`config.mk`:
```
export PLATFORM = sky130hd
export DESIGN_NAME = mmu_perm_fault
export DESIGN_NICKNAME = d
export VERILOG_FILES = /design/src/rtl/mpf_pkg.sv /design/src/rtl/mpf_check.sv /design/src/rtl/mpf_status.sv /design/src/rtl/mmu_perm_fault.sv
export SDC_FILE = /design/constraint.sdc
export NUM_CORES = 1
export LEC_CHECK = 0
export ABC_AREA = 1
export BUFFER_PORTS_ARGS = -buffer_cell sky130_fd_sc_hd__buf_2
export CAP_MARGIN = 20
export CORE_ASPECT_RATIO = 0.75
export CORE_UTILIZATION = 42
export DETAILED_ROUTE_END_ITERATION = 10
export PLACE_DENSITY = 0.82
export SLEW_MARGIN = 10
export SYNTH_ARGS = -nofsm -noshare
export SYNTH_HDL_FRONTEND = slang
export SYNTH_SLANG_ARGS = --single-unit
```
`constraint.sdc`:
```
create_clock -name clk -period 1.3 [get_ports clk]
set_input_delay 0.065 -clock clk [delete_from_list [all_inputs] [get_ports clk]]
set_output_delay 0.065 -clock clk [all_outputs]
set_load 0.05 [all_outputs]
```
`src/rtl/mpf_pkg.sv`:
```
package mpf_pkg;
  localparam int LVL_W = 2;
  localparam int ERR_W = 5;
  localparam int FSR_W = LVL_W + 8;

  localparam logic [ERR_W-1:0] ERR_NONE = 5'd0;
  localparam logic [ERR_W-1:0] ERR_PROT = 5'd8;
  localparam logic [ERR_W-1:0] ERR_PRIV = 5'd12;

  // bit0 read, bit1 write, bit2 execute
  typedef logic [2:0] rights_t;
  localparam int RB_R = 0;
  localparam int RB_W = 1;
  localparam int RB_X = 2;

  localparam rights_t RT_NONE = 3'b000;
  localparam rights_t RT_R    = 3'b001;
  localparam rights_t RT_RW   = 3'b011;
  localparam rights_t RT_RX   = 3'b101;
  localparam rights_t RT_RWX  = 3'b111;
  localparam rights_t RT_X    = 3'b100;

  function automatic rights_t code_rights(input logic user, input logic [2:0] code);
    rights_t r;
    case (code)
      3'd0: r = RT_R;
      3'd1: r = RT_RW;
      3'd2: r = RT_RX;
      3'd3: r = RT_RWX;
      3'd4: r = RT_X;
      3'd5: r = user ? RT_R : RT_RW;
      3'd6: r = user ? RT_NONE : RT_RX;
      default: r = user ? RT_NONE : RT_RWX;
    endcase
    return r;
  endfunction
endpackage

```
`src/rtl/mpf_check.sv`:
```
module mpf_check
  import mpf_pkg::*;
(
  input  logic             acc_write,
  input  logic             acc_fetch,
  input  logic             acc_super,
  input  logic [2:0]       perm,
  input  logic             modified,
  input  logic             nofault,
  input  logic [2:0]       walk_err,
  output logic [ERR_W-1:0] err_code,
  output logic             fault,
  output rights_t          granted
);
  logic    user;
  rights_t tbl;
  rights_t need;
  logic    missing;
  logic    priv_viol;
  logic [ERR_W-1:0] perm_err;

  always_comb begin
    user      = !acc_super;
    tbl       = code_rights(user, perm);
    need      = '0;
    need[RB_R] = !acc_write && !acc_fetch;
    need[RB_W] = acc_write;
    need[RB_X] = acc_fetch;
    missing   = |(need & ~tbl);
    priv_viol = user && (perm[2:1] == 2'b11);
    if (priv_viol)    perm_err = ERR_PRIV;
    else if (missing) perm_err = ERR_PROT;
    else              perm_err = ERR_NONE;

    if (walk_err != 3'd0) begin
      err_code = {walk_err, 2'b00};
      fault    = 1'b1;
    end else if (perm_err != ERR_NONE && !(nofault && user)) begin
      err_code = perm_err;
      fault    = 1'b1;
    end else begin
      err_code = ERR_NONE;
      fault    = 1'b0;
    end

    granted = tbl;
    if (!modified) granted[RB_W] = 1'b0;
  end
endmodule

```
`src/rtl/mpf_status.sv`:
```
module mpf_status
  import mpf_pkg::*;
#(
  parameter int VA_W       = 32,
  parameter int PAGE_SHIFT = 12
) (
  input  logic             clk,
  input  logic             rst,
  input  logic             fault_we,
  input  logic [2:0]       acc_idx,
  input  logic [ERR_W-1:0] err_code,
  input  logic             use_level,
  input  logic [LVL_W-1:0] level,
  input  logic             rd,
  input  logic [VA_W-1:0]  vaddr,
  output logic [FSR_W-1:0] status,
  output logic [VA_W-1:0]  addr
);
  localparam int HI_W = VA_W - PAGE_SHIFT;

  logic [FSR_W-1:0] fields;
  logic [FSR_W-1:0] carry;
  logic [LVL_W-1:0] lvl_eff;

  always_comb begin
    lvl_eff = use_level ? level : '0;
    fields  = {lvl_eff, acc_idx, err_code[4:2], 2'b10};
    carry   = (status != '0 && !rd) ? FSR_W'(1) : '0;
  end

  always_ff @(posedge clk) begin
    if (rst) begin
      status <= '0;
      addr   <= '0;
    end else if (fault_we) begin
      status <= carry | fields;
      addr   <= {vaddr[VA_W-1:PAGE_SHIFT], {PAGE_SHIFT{1'b0}}};
    end else if (rd) begin
      status <= '0;
    end
  end

  logic [HI_W-1:0] unused_hi;
  assign unused_hi = '0;


  fav_set_chk: assert property (@(posedge clk) disable iff (rst)
    fault_we |=> status[1]);

  no_overflow_chk: assert property (@(posedge clk) disable iff (rst)
    (fault_we && !rd && status != '0) |=> status[0]);

  rd_clear_chk: assert property (@(posedge clk) disable iff (rst)
    (rd && !fault_we) |=> status == '0);

  addr_hold_chk: assert property (@(posedge clk) disable iff (rst)
    !fault_we |=> $stable(addr));
endmodule

```
`src/rtl/mmu_perm_fault.sv`:
```
module mmu_perm_fault
  import mpf_pkg::*;
#(
  parameter int VA_W       = 32,
  parameter int PAGE_SHIFT = 12
) (
  input  logic             clk,
  input  logic             rst,
  input  logic             req_valid,
  input  logic             req_write,
  input  logic             req_fetch,
  input  logic             req_super,
  input  logic [2:0]       pte_perm,
  input  logic             pte_modified,
  input  logic             nofault_mode,
  input  logic             trap_en,
  input  logic [LVL_W-1:0] walk_level,
  input  logic [2:0]       walk_err,
  input  logic [VA_W-1:0]  req_vaddr,
  input  logic             fsr_rd,
  output logic             rsp_valid,
  output logic [ERR_W-1:0] rsp_err,
  output logic [2:0]       rsp_rights,
  output logic             rsp_override,
  output logic             itrap,
  output logic             dtrap,
  output logic [FSR_W-1:0] fault_status,
  output logic [VA_W-1:0]  fault_addr
);
  logic [ERR_W-1:0] c_err;
  logic             c_fault;
  rights_t          c_granted;
  logic             ovr;
  logic [2:0]       acc_idx;

  assign acc_idx = {req_write, req_fetch, req_super};
  assign ovr     = nofault_mode || !trap_en;

  mpf_check u_check (
    .acc_write (req_write),
    .acc_fetch (req_fetch),
    .acc_super (req_super),
    .perm      (pte_perm),
    .modified  (pte_modified),
    .nofault   (nofault_mode),
    .walk_err  (walk_err),
    .err_code  (c_err),
    .fault     (c_fault),
    .granted   (c_granted)
  );

  mpf_status #(.VA_W(VA_W), .PAGE_SHIFT(PAGE_SHIFT)) u_status (
    .clk       (clk),
    .rst       (rst),
    .fault_we  (req_valid && c_fault),
    .acc_idx   (acc_idx),
    .err_code  (c_err),
    .use_level (walk_err != 3'd0),
    .level     (walk_level),
    .rd        (fsr_rd),
    .vaddr     (req_vaddr),
    .status    (fault_status),
    .addr      (fault_addr)
  );

  always_ff @(posedge clk) begin
    if (rst) begin
      rsp_valid    <= 1'b0;
      rsp_err      <= '0;
      rsp_rights   <= '0;
      rsp_override <= 1'b0;
      itrap        <= 1'b0;
      dtrap        <= 1'b0;
    end else begin
      rsp_valid    <= req_valid;
      rsp_override <= 1'b0;
      itrap        <= 1'b0;
      dtrap        <= 1'b0;
      if (req_valid) begin
        rsp_err <= c_err;
        if (!c_fault)  rsp_rights <= c_granted;
        else if (ovr)  rsp_rights <= RT_RWX;
        else           rsp_rights <= RT_NONE;
        rsp_override <= c_fault && ovr;
        itrap        <= c_fault && !ovr && req_fetch;
        dtrap        <= c_fault && !ovr && !req_fetch;
      end
    end
  end


  trap_excl_chk: assert property (@(posedge clk) disable iff (rst)
    !(itrap && dtrap));

  trap_has_err_chk: assert property (@(posedge clk) disable iff (rst)
    (itrap || dtrap) |-> (rsp_valid && rsp_err != '0));

  override_rights_chk: assert property (@(posedge clk) disable iff (rst)
    rsp_override |-> (rsp_rights == 3'b111 && !itrap && !dtrap));

  idle_quiet_chk: assert property (@(posedge clk) disable iff (rst)
    !req_valid |=> (!rsp_valid && !itrap && !dtrap && !rsp_override));

  rsp_follow_chk: assert property (@(posedge clk) disable iff (rst)
    req_valid |=> rsp_valid);
endmodule

```
==> results of run 1 <==
==> cells in the mapped netlist <==
| cell | count | share of area, % |
|---|---|---|
| o21ai_1 | 3 | 0.88 |
| o21ai_2 | 1 | 0.51 |
| buf_2 | 2 | 0.59 |
| clkbuf_1 | 2 | 0.44 |
| inv_2 | 1 | 0.22 |
| nand3_4 | 1 | 1.0 |
| a21oi_1 | 5 | 1.5 |
| nor3_1 | 3 | 0.88 |
| buf_12 | 1 | 1.2 |
| buf_4 | 17 | 7.5 |
| nand2_4 | 3 | 2.0 |
| conb_1 | 1 | 0.22 |
| buf_8 | 1 | 0.88 |
| nor4_1 | 2 | 0.73 |
| nand3_2 | 1 | 0.59 |
| nand4_1 | 5 | 1.8 |
| dfxtp_1 | 40 | 47 |
| and2_1 | 1 | 0.37 |
| nor2_1 | 49 | 11 |
| nor3_4 | 1 | 0.95 |
| inv_1 | 12 | 2.6 |
| o21ai_0 | 21 | 6.1 |
| nand3_1 | 17 | 5.0 |
| a21oi_2 | 1 | 0.51 |
| nand2_1 | 27 | 5.9 |
==> logic make-up after synthesis <==
family | after synthesis | synth area share, %
AOI/OAI and AO/OA | 31 | 9.52
buffers and inverters | 36 | 13.4
DFF | 40 | 46.9
other | 1 | 0.219
and+or+nand+nor | 110 | 30.0
==> how the worst max path moves through the flow <==
| stage | slack (ns) | endpoint | depth (start not counted) |
|---|---|---|---|
| after floorplan | 0.13 | u_status.status[0]$_SDFFE_PP0P_ | 4 |
| after global placement | 0.02 | u_status.addr[13]$_SDFFE_PP0P_ | 12 |
| after detailed placement | -0.01 | u_status.addr[19]$_SDFFE_PP0P_ | 12 |
| after CTS | 0.24 | fault_status[4] | 1 |
| after global routing | 0.11 | u_status.addr[12]$_SDFFE_PP0P_ | 12 |
| final | 0.25 | fault_status[4] | 1 |
==> power groups by stage <==
stage | Sequential [mW] | Combinational [mW] | Clock (mW)
6_report | 1.35 | 0.777 | 0.810
2_1_floorplan | 1.66 | 0.332 | 0
3_3_place_gp | 1.37 | 0.772 | 0
4_1_cts | 1.35 | 0.779 | 0.842
5_1_grt | 1.36 | 0.837 | 0.906
3_5_place_dp | 1.38 | 0.776 | 0
==> per-layer routing <==
| layer | vias up | part of all wire, % | track usage [%] |
|---|---|---|---|
| li1 | 840 | - | - |
| met1 | 709 | 50 | 24.2 |
| met2 | 62 | 42 | 28.8 |
| met3 | 2 | 7.7 | 6.01 |
| met4 | 0 | 0.30 | 3.97 |
| met5 | - | 0 | 0 |
==> layout by cell type (no fill, tap or decap), types with 3 or more instances in the layout <==
cell type,n
nor3_1,3
dfxtp_1,40
conb_1,14
buf_4,6
nand3_1,17
o21ai_1,3
clkbuf_8,6
nand2_1,27
nor2_1,49
nand2_4,3
nand4_1,5
inv_1,12
o21ai_0,21
a21oi_1,5
buf_2,77
==> timing repair <==
item | in CTS | in global routing
hold endpoints to repair | 1 | 0
setup buffers | 0 | 0
hold buffers | 1 | 0
==> state kept, by name, summed over array words and instances, names as in the netlist <==
register / cells
u_status.status: 10
rsp_err: 3
u_status.addr: 20
rsp_rights: 3
itrap: 1
dtrap: 1
rsp_valid: 1
rsp_override: 1
==> stage by stage <==
| step | util, % | setup TNS [ns] | cell area [um2] | hold slack [ns] |
|---|---|---|---|---|
| floorplan | - | 0 | 1760 | 0.144 |
| global placement | 55.9 | 0 | 2110 | 0.281 |
| detailed placement | 55.9 | -0.0536 | 2110 | 0.290 |
| CTS | 58.6 | 0 | 2210 | 0.0127 |
| global route | 58.6 | 0 | 2210 | 0.0272 |
| finish | 58.6 | 0 | 2210 | 0.0235 |
==> layout make-up <==
type                    instances  area, um2  share of cell area [%]
flip-flops and latches         40        801                    36.2
repair buffers                 86        480                    21.7
inverters                      13       48.8                    2.20
well taps                      52       65.1                    2.94
multi-input cells             155        728                    32.9
clock buffers                   8       90.1                    4.07
==> flow_metrics.env, run 1 <==
export IMPL_die_area_mm2=0.00433
export IMPL_die_h_um=57.2
export IMPL_final_cells=354
export IMPL_ir_drop_mv=0.774
export IMPL_rr_worst_depth=4
export IMPL_whs_path_depth=3
export IMPL_p_clk_share_pct=27.6
export IMPL_hold_violations=0
export IMPL_ys_ff_latch=40
export IMPL_cts_buffers=5
export IMPL_place_port_buffers=77
export IMPL_dp_slack_ns=-0.0112
export IMPL_end_kind="output pin"
export IMPL_fillers=379
export IMPL_grtUsageTotal_pct=18.2
export IMPL_power_share_sequential_pct=46.0
export IMPL_grt_overflow_total=0
export IMPL_synth_area_mm2=0.00171
export IMPL_cp_start_kind="flop"
export IMPL_syn_area_per_cell_um2=7.84
export IMPL_r2r_slack_ns=0.31
export IMPL_grt_pass1_vias=1379
export IMPL_power_switching_mw=1.00
export IMPL_vias=1613
export IMPL_drv_slew=0
export IMPL_grt_pass1_wl_um=5950
export IMPL_crit_fanout=3
export IMPL_worst_setup_path_type="flop to output pin"
export IMPL_synthCells=218
export IMPL_worstHoldEndpoint="u_status.addr[29]$_SDFFE_PP0P_"
export IMPL_cts_reportedPaths_clkPinSlew_ns=0.07
export IMPL_fmax_ghz=0.954
export IMPL_fin_crit_sh_pct=80.6
export IMPL_swShare_pct=34.1
export IMPL_slowest_stage="dfxtp_1"
export IMPL_crit_path_start="u_status.status[4]$_SDFFE_PP0P_"
export IMPL_antenna_found_initial=0
export IMPL_path_buf_inv=1
export IMPL_fin_nets=351
export IMPL_comb_power_share_pct=26.4
export IMPL_rr_startpoint="u_status.status[7]$_SDFFE_PP0P_"
export IMPL_r2r_end="u_status.status[0]$_SDFFE_PP0P_"
export IMPL_max_stage_delay_ns=0.41
export IMPL_fin_worst_skew_ns=0.00354
export IMPL_min_path_type="input port to flop"
export IMPL_ios=104
export IMPL_place_gp_congestion=0.840
export IMPL_dr_pass1_iters=4
export IMPL_via_per_inst=4.56
export IMPL_dp_cells=345
export IMPL_internal_power_mw=1.94
export IMPL_initial_core_util_pct=45.2
export IMPL_setup_viol=0
export IMPL_first_iter_violations=77
export IMPL_cts_tree="yes"
export IMPL_cts_max_path_buffers=2
export IMPL_ys_warn_count=0
export IMPL_crit_path_cell_trace="buf_2"
export IMPL_powerDensity_mw_per_mm2=1330
export IMPL_antenna_left=0
export IMPL_leakage_nw=1.17
export IMPL_dieWidth_um=75.7
export IMPL_n_antenna_cell=0
export IMPL_hp_start="req_vaddr[29]"
export IMPL_required_ns=1.24
export IMPL_h_tree_depth=2
export IMPL_drv_cap=0
export IMPL_setup_slack_ns=0.252
export IMPL_cts_resized=0
export IMPL_min_period_ns=1.05
export IMPL_rows=19
export IMPL_yosysSeqAreaShare_pct=46.9
export IMPL_drcViolationCount=0
export IMPL_wire_per_inst_um=10.3
export IMPL_cp_top_family="flip-flops"
export IMPL_core_area_mm2=0.00378
export IMPL_grt_max_degree=26
export IMPL_cts_sinks=40
export IMPL_clkLatencyLatePin_ns=0.27
export IMPL_status="complete, no violations"
export IMPL_dp_final_hpwl_um=2810
export IMPL_synthToLayoutAreaGrowth_pct=29.5
export IMPL_power_mw=2.94
export IMPL_yosys_cell_types_count=25
export IMPL_rsz0062_at_grt="false"
export IMPL_wl_um=3650
export IMPL_crit_arrival_ns=0.98
export IMPL_layout_drive_gt1_share_pct=33.1
export IMPL_cts_root_buffer="clkbuf_8"
Power figures use the tool's default switching activity.
==> run 2: changes to the inputs <==
Settings changed: ABC_AREA 1 to 0, CORE_UTILIZATION 42 to 38, PLACE_DENSITY 0.82 to 0.79.
Clock period 1.3 ns to 0.85 ns, I/O delays scaled along.
==> flow_metrics.env, run 2 <==
export IMPL_status="complete, but fails checks"
export IMPL_violations="negative setup slack"
export IMPL_fin_crit_sh_pct=161
export IMPL_crit_arrival_ns=1.58
export IMPL_worst_setup_path_type="input port to flop"
export IMPL_syn_area_per_cell_um2=9.71
export IMPL_largest_reg_flops=20
export IMPL_setup_tns_ns=-15.40
export IMPL_fin_worst_skew_ns=0.0131
export IMPL_slowest_stage="a311o_1"
export IMPL_setup_viol=47
export IMPL_yosysSeqAreaShare_pct=47.7
export IMPL_dieWidth_um=78.8
export IMPL_dp_final_hpwl_um=3540
export IMPL_layout_drive_gt1_share_pct=62.2
export IMPL_synth_top_area_share_pct=47.7
export IMPL_cts_reportedPaths_clkPinSlew_ns=0.09
export IMPL_min_path_type="input port to flop"
export IMPL_mostFrequentLayoutCells="buf_4 (43), buf_8 (37), dfxtp_2 (35)"
export IMPL_drcViolationCount=0
export IMPL_drv_cap=0
export IMPL_required_ns=1.06
export IMPL_dp_cells=336
export IMPL_synth_async_sr_flop_share_pct=0
export IMPL_die_h_um=59.6
export IMPL_wl_um=6810
export IMPL_via_per_inst=4.92
export IMPL_top_register="u_status.addr"
export IMPL_first_iter_violations=52
export IMPL_multi_input_area_um2=915
export IMPL_synth_edf_count=0
export IMPL_synth_flop_cell="dfxtp_1"
export IMPL_power_mw=5.36
export IMPL_synth_most_common_cell="dfxtp_1"
export IMPL_h_tree_depth=2
export IMPL_crit_top_cell="buf_6"
export IMPL_ys_warn_count=0
export IMPL_cp_start_kind="input port"
export IMPL_fmax_ghz=0.729
export IMPL_final_common_cell="buf_4"
export IMPL_regArea_um2=860
export IMPL_synth_cells_most_frequent="dfxtp_1 (40), nor2_1 (30), mux2i_1 (24)"
export IMPL_grtUsageTotal_pct=27.1
export IMPL_dr_pass1_iters=4
export IMPL_end_kind="flop"
export IMPL_fillers=213
export IMPL_powerDensity_mw_per_mm2=1510
export IMPL_rows=20
export IMPL_cts_buffers=5
export IMPL_top_regs="u_status.addr x20, u_status.status x10"
export IMPL_grt_max_degree=20
export IMPL_leakage_nw=1.70
export IMPL_yosys_cell_types_count=36
export IMPL_cts_sinks=40
export IMPL_place_gp_congestion=0.997
export IMPL_final_cells=388
export IMPL_setup_slack_ns=-0.523
export IMPL_synthTopCellsByArea="dfxtp_1 (48%), mux2i_1 (14%), buf_4 (6.7%), nor2_1 (6.7%), nand2_1 (2.0%)"
export IMPL_max_stage_delay_ns=0.32
export IMPL_synth_top_area_cell="dfxtp_1"
export IMPL_cts_root_buffer="clkbuf_8"
export IMPL_drv_slew=0
export IMPL_crit_path_cell_trace="buf_8 > nand3b_1 > nor2_2 > a311o_1 > buf_4 > buf_6 > nor2_4 > buf_6 > nand4_1 > a311oi_2"
export IMPL_ys_ff_latch=40
export IMPL_synthToLayoutAreaGrowth_pct=111
export IMPL_crit_fanout=5
export IMPL_vias=1908
export IMPL_clkLatencyLatePin_ns=0.30
export IMPL_whs_ns=0.0158
export IMPL_cts_max_path_buffers=2
export IMPL_hold_violations=0
export IMPL_ios=104
export IMPL_synthCells=173
export IMPL_fin_nets=382
export IMPL_n_antenna_cell=0
export IMPL_cts_tree="yes"
export IMPL_rsz0062_at_grt="true"
export IMPL_antenna_found_initial=0
export IMPL_synth_area_mm2=0.00168
export IMPL_grt_pass1_wl_um=9100
export IMPL_grt_pass1_vias=1827
export IMPL_ir_drop_mv=1.06
export IMPL_die_area_mm2=0.00469
export IMPL_antenna_left=0
export IMPL_wire_per_inst_um=17.6
export IMPL_min_period_ns=1.37
export IMPL_grt_overflow_total=0
export IMPL_place_port_buffers=77
export IMPL_initial_core_util_pct=40.5
export IMPL_core_area_mm2=0.00415
export IMPL_finalCoreUtilization_pct=85.3
run 2: cell types whose count changed after synthesis, sizes merged, moves of 11 or more:
cell	previous run	this run
inv	13	2
nor2	49	31
mux2i	0	24
nand2	30	9
nand3	19	2
o21ai	25	5
run 2: path summary, 6_finish.rpt:
kind	start	end	slack [ns]	cells after the start
setup reg to reg	u_status.status[3]$_SDFFE_PP0P_	u_status.status[0]$_SDFFE_PP0P_	-0.51	3
hold reg to reg	rsp_err[3]$_SDFFE_PP0P_	rsp_err[3]$_SDFFE_PP0P_	0.46	2
hold / removal	req_vaddr[12]	u_status.addr[12]$_SDFFE_PP0P_	0.02	3
setup / recovery	pte_perm[2]	rsp_rights[1]$_SDFFE_PP0P_	-0.52	10
run 2: where the power goes:
group          total [mW]  internal, mW  switching, mW
clock network        1.42         0.742          0.676
logic                1.84         0.849          0.992
registers            2.11          2.00          0.103
run 2: metrics by stage:
step | cell area (um2) | setup slack, ns
2_1_floorplan | 1800 | -0.541
3_3_place_gp | 2410 | -0.770
3_5_place_dp | 2410 | -0.798
4_1_cts | 3240 | -0.501
5_1_grt | 3540 | -0.585
6_report | 3540 | -0.523
run 2: layout make-up:
type | count | area share, %
clock buffers | 8 | 2.82
inverters | 2 | 0.212
multi-input cells | 123 | 25.8
flip-flops and latches | 40 | 24.2
well taps | 55 | 1.94
repair buffers | 160 | 45.0
run 2: timing repair:
item | in CTS | in global routing
cloned | 0 | 1
setup buffers | 12 | 16
setup endpoints to repair | 77 | 77
pin swaps | 16 | 17
gates resized for setup | 147 | 49
endpoints found under the hold margin | 20 | 0
hold buffers | 20 | 0
run 2: kinds of logic (layout without fill, tap and decap cells):
kind of cell | count (synthesis) | count (layout) | share of synthesized area, %
xor gates and xnor gates | 1 | 1 | 0.521
muxes | 24 | 24 | 14.3
buffers and inverters | 23 | 170 | 9.38
DFF | 40 | 40 | 47.7
and+or+nand+nor | 65 | 65 | 18.9
other | 1 | 14 | 0.223
AOI/OAI and AO/OA | 19 | 19 | 9.01
run 2: routing by layer:
layer / track usage, % / routed length [um]
met5: 0 / 0
met4: 11.6 / 261
met3: 10.2 / 348
met2: 47.7 / 3560
met1: 29.6 / 2640
run 2: worst max-delay path, delay by kind of cell:
kind	cells	cell delay, ns
compound gates	2	0.57
buf+inv	4	0.53
simple gates	4	0.45
